[src/rtl/sfe_pkg.sv]
package sfe_pkg;
  localparam int MAX_TX = 8;
  localparam int MAX_RX = 4;

  typedef enum logic [1:0] {ST_IDLE, ST_LEAD, ST_SHIFT, ST_TRAIL} sfe_state_e;

  // limit a requested byte count to what the engine supports
  function automatic logic [3:0] clamp_cnt(input logic [3:0] v, input logic [3:0] lim);
    return (v > lim) ? lim : v;
  endfunction

  // byte k of the outgoing stream: command, address high..low, data low..high
  function automatic logic [7:0] tx_byte(input logic [3:0] k, input logic [31:0] op,
                                         input logic [31:0] d);
    logic [7:0] r;
    if (k == 4'd0)      r = op[7:0];
    else if (k < 4'd4)  r = 8'(op >> (8 * (4 - int'(k))));
    else if (k < 4'd8)  r = 8'(d >> (8 * (int'(k) - 4)));
    else                r = 8'h00;
    return r;
  endfunction
endpackage

[src/rtl/sfe_tick_gen.sv]
module sfe_tick_gen #(
  parameter int HALF_DIV = 2
) (
  input  logic clk,
  input  logic rst_n,
  input  logic run,
  output logic tick
);
  localparam int W = (HALF_DIV > 1) ? $clog2(HALF_DIV) : 1;
  localparam logic [W-1:0] LAST = W'(HALF_DIV - 1);

  logic [W-1:0] cnt;

  always_ff @(posedge clk or negedge rst_n) begin
    if (!rst_n)            cnt <= '0;
    else if (!run || tick) cnt <= '0;
    else                   cnt <= cnt + 1'b1;
  end

  assign tick = run && (cnt == LAST);
endmodule

[src/rtl/sfe_shifter.sv]
module sfe_shifter
  import sfe_pkg::*;
(
  input  logic        clk,
  input  logic        rst_n,
  input  logic        start,
  input  logic [3:0]  tx_cnt,
  input  logic [3:0]  rx_cnt,
  input  logic [31:0] op,
  input  logic [31:0] dat,
  input  logic        tick,
  input  logic        miso,
  output logic        run,
  output logic        cs_n,
  output logic        sck,
  output logic        mosi,
  output logic        rx_valid,
  output logic [3:0]  rx_idx,
  output logic [7:0]  rx_byte,
  output logic        done
);
  sfe_state_e  state;
  logic        phase;
  logic [6:0]  bit_idx;
  logic [3:0]  tx_q, rx_q;
  logic [31:0] op_q, dat_q;
  logic [6:0]  rx_sh;

  logic [3:0]  nbytes;
  logic [6:0]  total_bits;
  logic [3:0]  byte_k;
  logic [2:0]  bit_in;
  logic        in_tx;
  logic [7:0]  cur_byte;
  logic        sample;

  assign nbytes     = tx_q + rx_q;
  assign total_bits = {nbytes, 3'b000};
  assign byte_k     = bit_idx[6:3];
  assign bit_in     = bit_idx[2:0];
  assign in_tx      = byte_k < tx_q;
  assign cur_byte   = tx_byte(byte_k, op_q, dat_q);

  assign run      = (state != ST_IDLE);
  assign cs_n     = (state == ST_IDLE);
  assign sck      = (state == ST_SHIFT) && phase;
  assign mosi     = (state == ST_SHIFT) && in_tx && cur_byte[3'd7 - bit_in];
  assign sample   = (state == ST_SHIFT) && tick && !phase;
  assign rx_valid = sample && !in_tx && (bit_in == 3'd7);
  assign rx_idx   = byte_k - tx_q;
  assign rx_byte  = {rx_sh, miso};
  assign done     = (state == ST_TRAIL) && tick && phase;

  always_ff @(posedge clk or negedge rst_n) begin
    if (!rst_n) begin
      state   <= ST_IDLE;
      phase   <= 1'b0;
      bit_idx <= '0;
      tx_q    <= '0;
      rx_q    <= '0;
      op_q    <= '0;
      dat_q   <= '0;
      rx_sh   <= '0;
    end else begin
      unique case (state)
        ST_IDLE: if (start) begin
          tx_q    <= tx_cnt;
          rx_q    <= rx_cnt;
          op_q    <= op;
          dat_q   <= dat;
          bit_idx <= '0;
          phase   <= 1'b0;
          state   <= ST_LEAD;
        end
        ST_LEAD: if (tick) begin
          phase <= 1'b0;
          state <= (total_bits == 7'd0) ? ST_TRAIL : ST_SHIFT;
        end
        ST_SHIFT: if (tick) begin
          if (!phase) begin
            phase <= 1'b1;
            rx_sh <= {rx_sh[5:0], miso};
          end else begin
            phase <= 1'b0;
            if (bit_idx == total_bits - 7'd1) state <= ST_TRAIL;
            else                              bit_idx <= bit_idx + 7'd1;
          end
        end
        ST_TRAIL: if (tick) begin
          if (phase) begin
            phase <= 1'b0;
            state <= ST_IDLE;
          end else begin
            phase <= 1'b1;
          end
        end
        default: state <= ST_IDLE;
      endcase
    end
  end
endmodule

[src/rtl/sflash_cmd_engine.sv]
module sflash_cmd_engine
  import sfe_pkg::*;
#(
  parameter int HALF_DIV = 2
) (
  input  logic        clk,
  input  logic        rst_n,
  input  logic        wr_en,
  input  logic [1:0]  wr_sel,
  input  logic [31:0] wr_data,
  input  logic [1:0]  rd_sel,
  output logic [31:0] rd_data,
  output logic        cs_n,
  output logic        sck,
  output logic        mosi,
  input  logic        miso
);
  localparam logic [3:0] TX_LIM = 4'(MAX_TX);
  localparam logic [3:0] RX_LIM = 4'(MAX_RX);

  logic [31:0] op_r, dat_r;
  logic [3:0]  tx_r, rx_r;
  logic        busy, tick, done;
  logic        rx_valid;
  logic [3:0]  rx_idx;
  logic [7:0]  rx_byte;

  // named events for the checker
  logic       start_req, start_fire, start_ignored;
  logic       op_we, dat_we;
  logic [3:0] tx_in, rx_in;

  assign start_req     = wr_en && (wr_sel == 2'd0) && wr_data[8];
  assign start_fire    = start_req && !busy;
  assign start_ignored = start_req && busy;
  assign op_we         = wr_en && (wr_sel == 2'd1) && !busy;
  assign dat_we        = wr_en && (wr_sel == 2'd2) && !busy;
  assign tx_in         = clamp_cnt(wr_data[3:0], TX_LIM);
  assign rx_in         = clamp_cnt(wr_data[7:4], RX_LIM);

  sfe_tick_gen #(.HALF_DIV(HALF_DIV)) u_tick (
    .clk  (clk),
    .rst_n(rst_n),
    .run  (busy),
    .tick (tick)
  );

  sfe_shifter u_shift (
    .clk     (clk),
    .rst_n   (rst_n),
    .start   (start_fire),
    .tx_cnt  (tx_in),
    .rx_cnt  (rx_in),
    .op      (op_r),
    .dat     (dat_r),
    .tick    (tick),
    .miso    (miso),
    .run     (busy),
    .cs_n    (cs_n),
    .sck     (sck),
    .mosi    (mosi),
    .rx_valid(rx_valid),
    .rx_idx  (rx_idx),
    .rx_byte (rx_byte),
    .done    (done)
  );

  always_ff @(posedge clk or negedge rst_n) begin
    if (!rst_n) begin
      op_r  <= '0;
      dat_r <= '0;
      tx_r  <= '0;
      rx_r  <= '0;
    end else begin
      if (op_we)  op_r  <= wr_data;
      if (dat_we) dat_r <= wr_data;
      if (start_fire) begin
        tx_r <= tx_in;
        rx_r <= rx_in;
        if (rx_in != 4'd0) dat_r <= '0;
      end
      for (int j = 0; j < MAX_RX; j++) begin
        if (rx_valid && (rx_idx == 4'(j))) dat_r[8*j +: 8] <= rx_byte;
      end
    end
  end

  always_comb begin
    unique case (rd_sel)
      2'd0:    rd_data = {15'd0, busy, 8'd0, rx_r, tx_r};
      2'd1:    rd_data = op_r;
      2'd2:    rd_data = dat_r;
      default: rd_data = 32'd0;
    endcase
  end
endmodule

[config.mk]
export PLATFORM = sky130hd
export DESIGN_NAME = sflash_cmd_engine
export DESIGN_NICKNAME = d
export VERILOG_FILES = /design/src/rtl/sfe_pkg.sv /design/src/rtl/sfe_tick_gen.sv /design/src/rtl/sfe_shifter.sv /design/src/rtl/sflash_cmd_engine.sv
export SDC_FILE = /design/constraint.sdc
export NUM_CORES = 1
export LEC_CHECK = 0
export BUFFER_PORTS_ARGS = -buffer_cell sky130_fd_sc_hd__buf_4
export CAP_MARGIN = 20
export CELL_PAD_IN_SITES_DETAIL_PLACEMENT = 1
export CELL_PAD_IN_SITES_GLOBAL_PLACEMENT = 2
export CORE_UTILIZATION = 40
export CTS_CLUSTER_DIAMETER = 40
export DETAILED_ROUTE_END_ITERATION = 6
export PLACE_DENSITY = 0.86
export SETUP_SLACK_MARGIN = 0.3
export SLEW_MARGIN = 20
export SYNTH_ARGS = -nofsm -noshare
export SYNTH_HDL_FRONTEND = slang
export SYNTH_HIERARCHICAL = 1
export SYNTH_SLANG_ARGS = --single-unit
[constraint.sdc]
create_clock -name clk -period 4.45 [get_ports clk]
set_input_delay 0.2225 -clock clk [delete_from_list [all_inputs] [get_ports clk]]
set_output_delay 0.2225 -clock clk [all_outputs]
set_load 0.05 [all_outputs]
Word level (Yosys, flattened, before mapping)
Index checks and enable logic that the tools add are counted.
- add/subtract/negate cells: 8
- order comparisons: 6
- equal/unequal tests: 21
- shifts and indexed selects: 2
- multiplexer cells: 35
- bitwise gates (word level): 1
- reduce and logical (&&, ||, !) cells: 38
- operator list (kind ; number):
    32-bit two-way mux ; 3
    32-bit one-hot mux with 3 select lines ; 1
    32-bit by 32-bit >> shifter with 8-bit output ; 2
    8-bit two-way mux ; 7
    7-bit two-way mux ; 4
    1-bit logical AND ; 19
    2-bit two-way mux ; 7
    2-bit by 1-bit != test with 1-bit output (second input constant) ; 7
    7-bit one-hot mux with 2 select lines ; 1
    2-bit == test (second input constant) ; 4
    4-bit by 2-bit == test with 1-bit output (second input constant) ; 2
    4-bit logical NOT ; 2
    4-bit two-way mux ; 2
    2-bit one-hot mux with 4 select lines ; 1
    7-bit by 1-bit adder with 7-bit output (second input constant) ; 1
    7-bit == test ; 1
    7-bit logical NOT ; 1
    1-bit two-way mux ; 7
    7-bit AND reduction ; 1
    7-bit by 1-bit subtractor with 7-bit output (second input constant) ; 1
    2-bit by 1-bit == test with 1-bit output (second input constant) ; 3
    2-bit logical NOT ; 3
    3-bit AND reduction ; 2
    5-bit AND reduction ; 1
    other kinds (24) ; 28
- register bits: 162
- word-level logic and storage cells: 124

Longest topological paths before layout
- depth after elaboration: 8
- gate-level depth with buffers: 13

Cells and area by module
Netlist, hierarchy kept.
- modules (own cells, without submodules) (module ; instances ; cells an instance ; area an instance (um2)):
    sfe_shifter ; 1 ; 384 ; 4770.8
    sflash_cmd_engine ; 1 ; 282 ; 3623.5
    sfe_tick_gen ; 1 ; 3 ; 41.3

Worst setup path after synthesis
OpenSTA, ideal clock, no wires.
- path kind: reg2out
- start: register u_shift.bit_idx[3]
- end: output mosi
- arrival: 3.102 ns
- path slack: 1.125 ns
- stages on the path, launching flop included: 11
- path buffers: 2
- cell sequence: dfrtp_1 -> buf_6 -> buf_2 -> inv_1 -> ha_1 -> fa_1 -> nor2b_1 -> o21ai_0 -> nand2b_1 -> or3b_2 -> o32ai_1
- word-level cells in the longest chain between the ends: 8
- elaborated cells on any way between the ends: 15
- RTL lines (element ; line ; text):
    from (decl) ; sfe_shifter.sv:24 ; logic [6:0] bit_idx;
    from (signal assigned) ; sfe_shifter.sv:86 ; else bit_idx <= bit_idx + 7'd1;
    4-bit by 3-bit subtractor with 5-bit output ; sfe_pkg.sv:18 ; else if (k < 4'd8) r = 8'(d >> (8 * (int'(k) - 4)));
    32-bit by 32-bit >> shifter with 8-bit output ; sfe_pkg.sv:18 ;
    8-bit two-way mux ; sfe_pkg.sv:18 ;
    8-bit two-way mux ; sfe_pkg.sv:17 ; else if (k < 4'd4) r = 8'(op >> (8 * (4 - int'(k))));
    8-bit two-way mux ; sfe_pkg.sv:16 ; if (k == 4'd0) r = op[7:0];
    1-bit binary-select mux with 3-bit select ; sfe_shifter.sv:47 ; assign mosi = (state == ST_SHIFT) && in_tx && cur_byte[3'd7 - bit_in];
    1-bit two-way mux (not written as such) ; sfe_shifter.sv:47 ;
    1-bit logical AND * ; sfe_shifter.sv:47 ;
    to (decl) ; sflash_cmd_engine.sv:15 ; output logic mosi,
Every way passes the cells marked *; elsewhere a longest branch is shown, timed or not. The select of a mux whose other input is x is not followed.

Worst setup path in the final report
- start: register u_shift.state[0]
- end: register dat_r[22]
- word-level cells in the longest chain between the ends: 8
- elaborated cells on any way between the ends: 15
- RTL lines (element ; line ; text):
    from (decl) ; sfe_shifter.sv:22 ; sfe_state_e state;
    from (signal assigned) ; sfe_shifter.sv:77 ; state <= (total_bits == 7'd0) ? ST_TRAIL : ST_SHIFT;
    2-bit nonzero test ; sfe_shifter.sv:44 ; assign run = (state != ST_IDLE);
    named net busy ; sflash_cmd_engine.sv:23 ; logic busy, tick, done;
    1-bit logical AND ; sfe_tick_gen.sv:20 ; assign tick = run && (cnt == LAST);
    named net tick ; sflash_cmd_engine.sv:23 ;
    1-bit logical AND (2 in a row) ; sfe_shifter.sv:48 ; assign sample = (state == ST_SHIFT) && tick && !phase;
    1-bit logical AND (2 in a row) ; sfe_shifter.sv:49 ; assign rx_valid = sample && !in_tx && (bit_in == 3'd7);
    named net rx_valid ; sflash_cmd_engine.sv:24 ; logic rx_valid;
    1-bit logical AND ; sflash_cmd_engine.sv:83 ; if (rx_valid && (rx_idx == 4'(j))) dat_r[8*j +: 8] <= rx_byte;
    8-bit two-way mux ; sflash_cmd_engine.sv:83 ;
    to (signal assigned) ; sflash_cmd_engine.sv:76 ; if (dat_we) dat_r <= wr_data;
    to (signal, indexed assignment) ; sflash_cmd_engine.sv:83 ;
    to (decl) ; sflash_cmd_engine.sv:21 ; logic [31:0] op_r, dat_r;
The timed path passes the listed nets, and every way through them passes these cells.
A chain may end at the register's enable or synchronous reset.

==> run_results.csv <==
group,metric,value,unit
final_layout,diodes,0,
run,cap_violations,0,
final_layout,fin_nets,794,
clocking,clock_latency,0.43,ns
critical_path,worst-path-max-fanout,10,
floorplanning,die_x,147,µm
drt,post-route-drc-count,0,
critical_path,cp_common_cell,"inv_1",
final_layout,fillCellCount,2117,
logic_synthesis,yosysWarnings,6,
sta,min_period_over_period,84.0,%
floorplanning,core,0.0204,mm²
final_layout,drive_above_1_share,35.8,%
grt,grt_pass1_wl,39500,µm
sta,setup_viol,0,
critical_path,path_class,"flip-flop to flip-flop",
clocking,cts.repair.resized,0,
sta,fmax,268,MHz
critical_path,critPathBufInv,3,
final_layout,area_growth,17.3,%
grt,antenna_found_initial,0,
sta,rsz0062_at_grt,"no",
clocking,cts_buffers,17,
critical_path,slowest_stage,"nor2_1",
floorplanning,die_h,147,µm
clocking,cts_tree,"done",
sta,fin_setup_tns,0,ns
sta,period_needed,3.74,ns
drt,via_per_inst,5.85,
sta,tightestPinTransition,1.08,ns
clocking,cts-htree-levels,4,
grt,grt.total_usage,24.5,%
drt,antenna_left,0,
grt,grt_overflow_total,0,
drt,drt_first_iter_violations,320,
drt,dr.pass1.iters,4,
drt,finalWirelength,25200,µm
sta,fin_skew,0.00930,ns
sta,hold_viol,0,
drt,vias,5948,
floorplanning,io_pins,75,
power,vdd_ir_drop_max,0.376,mV
logic_synthesis,postSynthAreaPerCell,12.6,µm²
placed_design,portBuffers,74,
floorplanning,row_count,52,
logic_synthesis,syn_nets,729,
hold_path,hold_class,"input pin to flip-flop",
placed_design,dp_hpwl,17900,µm
logic_synthesis,syn_inst,668,
outcome,outcome,"complete, no violations",
critical_path,required,4.72,ns
clocking,cts_buffer_depth,2,
critical_path,cp_cell_sequence,"inv_1 > ha_1 > inv_1 > and2_2 > nand3_1 > inv_1 > and3_1 > or4b_1 > nor2_1 > o31ai_1",
sta,fin_ws,0.714,ns
grt,grt_max_degree,103,
critical_path,cp.arrival,4.01,ns
sta,slew_headroom,28.1,%
critical_path,worstSetupEndpointType,"flip-flop",
floorplanning,initial_core_util,41.3,%
logic_synthesis,syn-cell-area,0.00843,mm²
placed_design,placedCellCount,982,
power,leakage,4.50,nW
placed_design,gp_congestion,0.796,
critical_path,start_kind,"flip-flop",
critical_path,path_delay_family,"simple AND/OR/NAND/NOR gates",
clocking,clkSlewWorstSetupHoldPaths,0.07,ns
power,pwr_density_cell,651,mW/mm²
floorplanning,die_area,0.0217,mm²
clocking,clock_sinks,162,
clocking,root_buffer,"clkbuf_16",
critical_path,critPathMaxStageDelay,0.67,ns
sta,slew_viol_final,0,
final_layout,final_cells,1016,
placed_design,dp_slack,0.817,ns
drt,wl_per_cell,24.8,µm
grt,grt_pass1_vias,6503,
-- per-layer routing --
layer  GRT usage [%]  vias to the layer above  part of all wire (%)
li1                -                     2594                     -
met1            30.8                     3157                    42
met2            41.7                      151                    51
met3            3.91                       46                   4.0
met4            10.5                        0                   2.7
met5               0                        -                     0
-- final timing paths --
| path | from | end | slack, ns | cells after the start |
|---|---|---|---|---|
| setup / recovery | u_shift/state[0]$_DFFE_PN0P_ | dat_r[22]$_DFF_PN0_ | 0.71 | 10 |
| hold / removal | wr_data[28] | op_r[28]$_DFFE_PN0P_ | 0.03 | 2 |
| setup reg to reg | u_shift/state[0]$_DFFE_PN0P_ | dat_r[22]$_DFF_PN0_ | 0.71 | 10 |
| hold reg to reg | u_shift/op_q[28]$_DFFE_PN0P_ | u_shift/op_q[28]$_DFFE_PN0P_ | 0.51 | 1 |
| max in group asynchronous | rst_n | dat_r[4]$_DFF_PN0_ | 3.06 | 4 |
| min in group asynchronous | rst_n | u_shift/state[1]$_DFFE_PN0P_ | 0.21 | 2 |
-- flip-flops by register name, indices dropped and copies added, names as in the netlist --
name / cells
u_shift/phase: 1
u_shift/bit_idx: 7
dat_r: 32
u_shift/state: 2
tx_r: 4
u_shift/tx_q: 4
u_shift/op_q: 32
u_shift/rx_q: 4
u_tick/cnt: 1
rx_r: 4
u_shift/dat_q: 32
op_r: 32
u_shift/rx_sh: 7
-- area by class of cell --
cell class,count,area (µm²),share of cell area [%]
Clock buffer,18,439,4.44
Clock inverter,14,189,1.91
Inverter,24,90.1,0.911
Multi-Input combinational cell,442,4080,41.3
Sequential cell,162,4050,41.0
Tap cell,270,338,3.42
Timing Repair Buffer,86,697,7.05
-- power breakdown --
group | switching [W] | total [W] | internal, W
registers | 0.000607 | 0.00264 | 0.00203
logic | 0.00123 | 0.00223 | 0.000994
clock network | 0.000654 | 0.00157 | 0.000916
-- cells in the final DEF (no fill, tap or decap), drive strengths merged, types with 3 or more instances in the layout --
cell and n:
a21o 4, dfrtp 162, mux2i 49, clkbuf 18, a21oi 4, nor4 3, nand4 3, nand2 48
a22oi 3, or2 3, nor3 6, ha 19, bufinv 3, a211oi 3, o22ai 3, o2bb2ai 28
mux4 15, a22o 25, and2 3, nor2 14, mux2 114, nand3b 3, nor2b 8, o31ai 4
buf 85, inv 31, xnor2 8, o21ai 21, nand3 12, o32ai 5
-- worst register-to-register path: cells and delay by family (launching register included) --
family / cells / cell delay (ns)
flip-flops: 1 / 0.42
AND/OR/NAND/NOR: 5 / 1.96
adder cells (fa/ha/maj): 1 / 0.28
AO/OA/AOI/OAI: 1 / 0.21
buffers and inverters: 3 / 0.70
-- through the flow --
step	hold WS (ns)	total power [W]	instance area, µm²	utilization (%)
detailed placement	0.412	0.00484	9220	45.1
floorplan	-0.0731	0.00402	8430	-
global placement	0.412	0.00470	9220	45.1
global route	0.0227	0.00673	9880	48.4
CTS	0.0162	0.00644	9860	48.2
finish	0.0302	0.00643	9880	48.4
-- what timing repair did --
item | in CTS | in global routing
buffers inserted | 0 | 0
hold buffers | 1 | 0
endpoints found under the hold margin | 100 | 0
Note: power is estimated with default switching activity, not from simulation.
